`config.mk`:
```
export PLATFORM = sky130hd
export DESIGN_NAME = nand_rr_seq
export DESIGN_NICKNAME = d
export VERILOG_FILES = /design/src/rtl/nand_rr_seq.sv
export SDC_FILE = /design/constraint.sdc
export NUM_CORES = 1
export LEC_CHECK = 0
export BUFFER_PORTS_ARGS = -buffer_cell sky130_fd_sc_hd__buf_4
export CAP_MARGIN = 20
export CORE_MARGIN = 1
export CORE_UTILIZATION = 45
export DETAILED_ROUTE_END_ITERATION = 12
export PLACE_DENSITY = 0.8
export SYNTH_ARGS = -nofsm -noshare
export SYNTH_HDL_FRONTEND = slang
export SYNTH_SLANG_ARGS = --single-unit
```
`constraint.sdc`:
```
create_clock -name clk -period 3.8 [get_ports clk]
set_input_delay 0.38 -clock clk [delete_from_list [all_inputs] [get_ports clk]]
set_output_delay 0.38 -clock clk [all_outputs]
set_load 0.005 [all_outputs]
```
`src/rtl/nand_rr_seq.sv`:
```
module nand_rr_seq #(
  parameter int NREG   = 8,
  parameter int MODE_W = 3,
  parameter int PAGE_W = 16,
  parameter int LEN_W  = 16,
  parameter logic [PAGE_W-1:0] PAGE_A = 16'h021F,
  parameter logic [PAGE_W-1:0] PAGE_B = 16'h0200,
  parameter logic [LEN_W-1:0]  LEN_A  = 16'd784,
  parameter logic [LEN_W-1:0]  LEN_B  = 16'd528,
  localparam int IDX_W = (NREG > 1) ? $clog2(NREG) : 1,
  localparam int TBL_W = MODE_W + IDX_W
) (
  input  logic              clk,
  input  logic              rst_n,
  input  logic              start,
  input  logic              op_fetch,
  input  logic [MODE_W-1:0] mode_in,
  output logic [TBL_W-1:0]  tbl_addr,
  input  logic [7:0]        tbl_data,
  output logic              cyc_valid,
  output logic [2:0]        cyc_type,
  output logic [7:0]        cyc_byte,
  output logic [PAGE_W-1:0] cyc_page,
  output logic [LEN_W-1:0]  cyc_len,
  input  logic              cyc_ready,
  input  logic              cyc_err,
  input  logic              dec_valid,
  input  logic              dec_ok,
  output logic              busy,
  output logic              done,
  output logic              err
);
  localparam int APPLY_LAST = 2 * NREG + 1;
  localparam int FETCH_LAST = 14;
  localparam int MAX_LAST   = (APPLY_LAST > FETCH_LAST) ? APPLY_LAST : FETCH_LAST;
  localparam int STEP_W     = $clog2(MAX_LAST + 1);

  localparam logic [2:0] T_CMD = 3'd0, T_ADDR = 3'd1, T_DOUT = 3'd2,
                         T_RST = 3'd3, T_READ = 3'd4;

  typedef enum logic [1:0] {S_IDLE, S_RUN, S_VERD} state_t;

  state_t              state;
  logic [STEP_W-1:0]   step;
  logic                op_q, alt;
  logic [MODE_W-1:0]   mode_q;
  logic [STEP_W-1:0]   sm1;
  logic [IDX_W-1:0]    ridx;
  logic                last;

  function automatic logic [7:0] reg_addr(input logic [IDX_W-1:0] i);
    case (int'(i))
      0: return 8'hCC;
      1: return 8'hBF;
      2: return 8'hAA;
      3: return 8'hAB;
      4: return 8'hCD;
      5: return 8'hAD;
      6: return 8'hAE;
      default: return 8'hAF;
    endcase
  endfunction

  assign sm1       = step - 1'b1;
  assign ridx      = IDX_W'(sm1 >> 1);
  assign tbl_addr  = TBL_W'(mode_q) * TBL_W'(NREG) + TBL_W'(ridx);
  assign cyc_valid = (state == S_RUN);
  assign busy      = (state != S_IDLE);
  assign last      = op_q ? (step == STEP_W'(FETCH_LAST)) : (step == STEP_W'(APPLY_LAST));

  always_comb begin
    cyc_type = T_CMD;
    cyc_byte = 8'h00;
    cyc_page = '0;
    cyc_len  = '0;
    if (!op_q) begin
      if (step == '0)                        cyc_byte = 8'h36;
      else if (step == STEP_W'(APPLY_LAST))  cyc_byte = 8'h16;
      else if (step[0]) begin cyc_type = T_ADDR; cyc_byte = reg_addr(ridx); end
      else              begin cyc_type = T_DOUT; cyc_byte = tbl_data;       end
    end else begin
      case (int'(step))
        0, 9:   cyc_type = T_RST;
        1, 10:  cyc_byte = 8'h36;
        2, 11:  begin cyc_type = T_ADDR; cyc_byte = 8'h38; end
        3:      begin cyc_type = T_DOUT; cyc_byte = 8'h52; end
        12:     cyc_type = T_DOUT;
        4, 13:  cyc_byte = 8'h16;
        5:      cyc_byte = 8'h17;
        6:      cyc_byte = 8'h04;
        7:      cyc_byte = 8'h19;
        8: begin
          cyc_type = T_READ;
          cyc_page = alt ? PAGE_B : PAGE_A;
          cyc_len  = alt ? LEN_B  : LEN_A;
        end
        default: cyc_type = T_READ;
      endcase
    end
  end

  always_ff @(posedge clk) begin
    if (!rst_n) begin
      state  <= S_IDLE;
      step   <= '0;
      op_q   <= 1'b0;
      alt    <= 1'b0;
      mode_q <= '0;
      done   <= 1'b0;
      err    <= 1'b0;
    end else begin
      done <= 1'b0;
      err  <= 1'b0;
      case (state)
        S_IDLE: if (start) begin
          op_q   <= op_fetch;
          mode_q <= mode_in;
          alt    <= 1'b0;
          step   <= '0;
          state  <= S_RUN;
        end
        S_RUN: if (cyc_ready) begin
          if (cyc_err) begin
            state <= S_IDLE; done <= 1'b1; err <= 1'b1;
          end else if (last) begin
            if (op_q) state <= S_VERD;
            else begin state <= S_IDLE; done <= 1'b1; end
          end else
            step <= step + 1'b1;
        end
        S_VERD: if (dec_valid) begin
          if (dec_ok) begin
            state <= S_IDLE; done <= 1'b1;
          end else if (!alt) begin
            alt <= 1'b1; step <= '0; state <= S_RUN;
          end else begin
            state <= S_IDLE; done <= 1'b1; err <= 1'b1;
          end
        end
        default: state <= S_IDLE;
      endcase
    end
  end

  p_hold_r8: assert property (@(posedge clk) disable iff (!rst_n)
    cyc_valid && !cyc_ready |=> cyc_valid && $stable(cyc_type) && $stable(cyc_byte)
                                && $stable(cyc_page) && $stable(cyc_len));

  p_err_done_r9: assert property (@(posedge clk) disable iff (!rst_n)
    err |-> done);

  p_done_pulse_r11: assert property (@(posedge clk) disable iff (!rst_n)
    done |=> !done);

  p_done_idle_r11: assert property (@(posedge clk) disable iff (!rst_n)
    done |-> !busy && !cyc_valid);

  p_start_busy_r10: assert property (@(posedge clk) disable iff (!rst_n)
    busy && start && !cyc_ready && !dec_valid |=> busy && !done);

  p_valid_busy_r11: assert property (@(posedge clk) disable iff (!rst_n)
    cyc_valid |-> busy);
endmodule

```
After elaboration in Yosys (flattened, before gate mapping) --
Cells that the tools add are included.
Word-level totals: memory bits (read-only) 0, latch bits 0, memory bits (writable) 0, output and inout port bits 53, input bits 19, logic and storage cells 109, memories 0, register bits 14
Cells by class: $lt $le $gt $ge 0, eq/ne operators 31, bitwise operators 0, reductions and logical operators 16, div/mod/pow operators 0, shift-type cells 0, add/sub/neg operators 3, multipliers 0, multiplexer cells 52
Operators by type and width (number):
- one-hot mux 7 bit (7 select lines) | 2
- two-way mux 5 bit | 8
- equality test 5 x 4 -> 1 bit (second input constant) | 7
- two-way mux 8 bit | 4
- two-way mux 10 bit | 3
- equality test 5 x 3 -> 1 bit (second input constant) | 4
- two-way mux 2 bit | 9
- two-way mux 1 bit | 17
- two-way mux 16 bit | 1
- one-hot mux 5 bit (3 select lines) | 1
- inequality test 2 bit (second input constant) | 6
- one-hot mux 3 bit (4 select lines) | 1
- equality test 5 x 2 -> 1 bit (second input constant) | 2
- OR reduction 2 bit | 5
- equality test 3 bit (second input constant) | 3
- two-way mux 9 bit | 1
- AND reduction 4 bit | 2
- AND reduction 8 bit | 1
- OR reduction 7 bit | 1
- adder 6 x 3 -> 6 bit | 1
- equality test 3 x 2 -> 1 bit (second input constant) | 2
- one-hot mux 1 bit (2 select lines) | 3
- one-hot mux 2 bit (3 select lines) | 1
- adder 5 x 1 -> 5 bit (second input constant) | 1
- other kinds (15) | 16

Longest topological paths before layout --
word-level depth 7, gate-level depth with buffers 9, depth with buffers taken out 7

Worst setup path after synthesis --
No wires, ideal clock.
kind register to register, start register state[0], end register step[3], period minus slack after synthesis 2.548 ns, slack 1.252 ns, stages on the path, launching flop included 10, data required time 3.730 ns, buffers on the path 2, setup time 0.070 ns, data arrival time 2.478 ns, cells stage by stage dfxtp_1 inv_1 ha_1 buf_6 nor2b_4 or4b_4 or4b_1 buf_2 or3_1 a21oi_1
On the way: word-level cells in the longest chain between the ends 3, elaborated cells on any way between the ends 13, those cells by class eq/ne: 9; mux: 1; reduce/logical: 3
Ends and longest elaborated chain:
- from (decl) | RTL line 43 | state_t state;
- from (signal assigned) | RTL line 104 | state <= S_IDLE;
- from (signal assigned) | RTL line 120 | state <= S_RUN;
- from (signal assigned) | RTL line 124 | state <= S_IDLE; done <= 1'b1; err <= 1'b1;
- equality test 2 bit, or another cell as far along | RTL line 114 | case (state)
- inequality test 2 bit (no source line), or another cell as far along
- AND reduction 8 bit (no source line)
- to (signal assigned) | RTL line 129 | step <= step + 1'b1;
- to (decl) | RTL line 44 | logic [STEP_W-1:0] step;
Several ways; a longest one is shown, not always the timed one. A chain may end at the register's enable or synchronous reset.

Final worst setup path --
start register step[0], end output port cyc_type[1]
On the way: word-level cells in the longest chain between the ends 4, elaborated cells on any way between the ends 23, those cells by class eq/ne: 13; mux: 5; reduce/logical: 5
Ends and longest elaborated chain:
- equality test 5 x 3 -> 1 bit, or another cell as far along | RTL line 82 | case (int'(step))
- OR reduction 7 bit (no source line), or another cell as far along
- one-hot mux 3 bit (4 select lines) or two-way mux 2 bit (tied branches) | RTL line 82, 77
- two-way mux 3 bit * | RTL line 76 | if (!op_q) begin
- to (decl) | RTL line 21 | output logic [2:0] cyc_type,
Mark *: on every way between the ends. The rest lies on a longest branch, timed or not.

==> results.sh <==
export IMPL_status="finished clean"
export IMPL_synth_cell_type_count=46
export IMPL_setup_violations_final=0
export IMPL_synth_cells=213
export IMPL_final_common_cell="buf_4"
export IMPL_dp_cells=283
export IMPL_leakagePower_uw=0.000767
export IMPL_fin_area_um2=1780
export IMPL_maxCapViolations=0
export IMPL_irDropWorstVdd_v=0.000224
export IMPL_final_cell_mix="buf_4, conb_1, nor2_1"
export IMPL_synth_top_area_share_pct=18.1
export IMPL_hold_viol=0
export IMPL_post_dp_cell_area_um2=1740
export IMPL_clock_sinks=14
export IMPL_powerDensity_nw_per_um2=275
export IMPL_met2_length_um=1670
export IMPL_avgSynthCellArea_um2=7.25
export IMPL_insertion_delay_ns=0.29
export IMPL_slew_viol_final=0
export IMPL_cts_max_path_buffers=2
export IMPL_fillers=331
export IMPL_multiInputGateArea_um2=1000
export IMPL_rsz0062_at_grt="false"
export IMPL_clk_pin_slew_ns=0.08
export IMPL_die_h_um=60.6
export IMPL_initial_core_util_pct=49.0
export IMPL_worst_ep_required_time_ns=3.42
export IMPL_ys_seq_area_share_pct=18.1
export IMPL_cts_root_buf="clkbuf_4"
export IMPL_drive_gt1_share_pct=25.5
export IMPL_final_seq_area_um2=280
export IMPL_dr_wl_met3_um=219
export IMPL_grt_max_degree=22
export IMPL_core_area_um2=3150
export IMPL_timing_fmax_ghz=0.332
export IMPL_synth_area_um2=1550
export IMPL_critPathLaunchType="flip-flop"
export IMPL_setup_total_negative_slack_ns=0
export IMPL_rows=20
export IMPL_cp_end_kind="output port"
export IMPL_ys_flop_type="dfxtp_1"
export IMPL_dr_pass1_iters=4
export IMPL_grt_pass1_vias=1251
export IMPL_worst_path_max_fanout=19
export IMPL_arrival_ns=2.63
export IMPL_relSlewSlack_pct=47.7
export IMPL_fin_crit_ns=3.01
export IMPL_dp_hpwl_um=2750
export IMPL_overflow=0
export IMPL_cts_resized_gates=0
export IMPL_syn2layout_area_growth_pct=15.1
export IMPL_synth_top_area_cell="dfxtp_1"
export IMPL_crit_slowest_cell="a2111oi_0"
export IMPL_n_antenna_cell=0
export IMPL_place_gp_congestion=0.962
export IMPL_drc=0
export IMPL_antenna_found_initial=0
export IMPL_wl_met1_um=1590
export IMPL_utilization_pct=56.4
export IMPL_grt_pass1_wl_um=5560
export IMPL_grt_total_usage_pct=20.1
export IMPL_final_cells=287
export IMPL_first_iter_violations=123
export IMPL_highest_layer="met4"
export IMPL_cp_slowest_stage_delay_ns=0.73
export IMPL_via_per_inst=5.37
export IMPL_path_class="flip-flop to output port"
export IMPL_vias=1540
export IMPL_die_w_um=60.6
export IMPL_critical_path_top_delay_family="compound AO/OA/AOI/OAI gates"
export IMPL_crit_buf_inv=1
export IMPL_numCtsBuffers=3
export IMPL_cts_htree_levels=1
export IMPL_finClkSkew_ns=0.00606
export IMPL_synth_async_reset_ratio_pct=0
export IMPL_ys_seq_elements=14
export IMPL_ant_nets=0
export IMPL_synth_edf_count=0
export IMPL_avgRoutedWirePerCell_um=12.3
export IMPL_dieArea_um2=3670
export IMPL_yosysWarningCount=0
export IMPL_hold_path_class="primary input to flip-flop"
export IMPL_cts_tree="yes"
export IMPL_nets=272
export IMPL_cts_setup_buffers=0
export IMPL_placement_io_buffers=48
export IMPL_crit_chain="ha_1 -> o21bai_1 -> a2111oi_0 -> nand2_1 -> o31ai_1 -> buf_4"
export IMPL_min_period_over_period_pct=79.3
export IMPL_worstMarginPinSlew_ns=0.765
export IMPL_wirelength_um=3530
export IMPL_cts_hold_buf=0
export IMPL_ioPinCount=72
export IMPL_synthTopCellsByArea="dfxtp_1, buf_4, ha_1, o21ai_0, nand3_1"
==> area by class of cell <==
class / instances / area share [%]
Sequential cell: 14 / 15.8
Tap cell: 44 / 3.10
Timing Repair Buffer: 48 / 20.3
Clock buffer: 4 / 2.04
Multi-Input combinational cell: 166 / 56.5
Inverter: 11 / 2.32
==> metrics by stage <==
step                      total power [µW]  hold slack [ns]  setup WS (ns)
final                                  489            0.358          0.788
after global routing                   521            0.348          0.576
after CTS                              492            0.349          0.863
after detailed placement               383            0.468           1.07
after global placement                 380            0.455           1.12
after floorplan                        328            0.460           1.25
==> routing by layer <==
layer / vias to the layer above / track usage (%)
met4: 0 / 9.42
li1: 760 / -
met1: 707 / 28.4
met3: 4 / 2.77
met2: 69 / 30.1
met5: - / 0
==> path summary, 6_finish.rpt <==
kind | startpoint | depth (start not counted) | slack, ns | to
worst max-delay path | step[0] | 6 | 0.79 | cyc_type[1]
worst min register to register | mode_q[0] | 2 | 0.47 | mode_q[0]
worst min-delay path | mode_in[1] | 3 | 0.36 | mode_q[1]
worst max register to register | state[1] | 7 | 1.05 | step[3]
==> power by group <==
group / switching (µW) / internal [µW] / leakage, µW
combinational: 107 / 101 / 0.000632
sequential: 16.6 / 157 / 0.000114
clock: 49.0 / 58.4 / 0.0000210
total: 173 / 316 / 0.000767
==> cell usage after synthesis, types with 8 or more instances <==
| library cell | count |
|---|---|
| ha_1 | 9 |
| o21ai_0 | 14 |
| nor3_1 | 11 |
| nand2_1 | 13 |
| clkbuf_1 | 8 |
| inv_1 | 11 |
| nand3_1 | 12 |
| buf_4 | 34 |
| dfxtp_1 | 14 |
| a21oi_1 | 8 |
| nor2_1 | 15 |
==> sequential cells by signal (all words and copies together) (netlist names) <==
signal / flops
err: 1
mode_q: 3
state: 2
op_q: 1
step: 5
done: 1
alt: 1
==> worst reg2reg max path, stage by stage (launching register included) <==
cell and delay, ns:
dfxtp_1 0.38, inv_1 0.08, ha_1 0.31, and2b_4 0.22, or4b_4 0.52, or4b_1 0.63
or3_1 0.39, a21oi_1 0.16
==> cells by family (layout without fill, tap and decap cells) <==
logic type,count (synthesis),count (layout),share of synthesized area [%]
multiplexers,2,2,1.30
adder cells (fa/ha/maj),9,9,7.29
AND/OR/NAND/NOR,75,75,26.1
buffers and inverters,55,63,22.2
XOR/XNOR,2,2,1.13
flip-flops,14,14,18.1
AO/OA/AOI/OAI,55,55,23.6
other,1,23,0.243
Note: power is estimated with default switching activity, not from simulation.
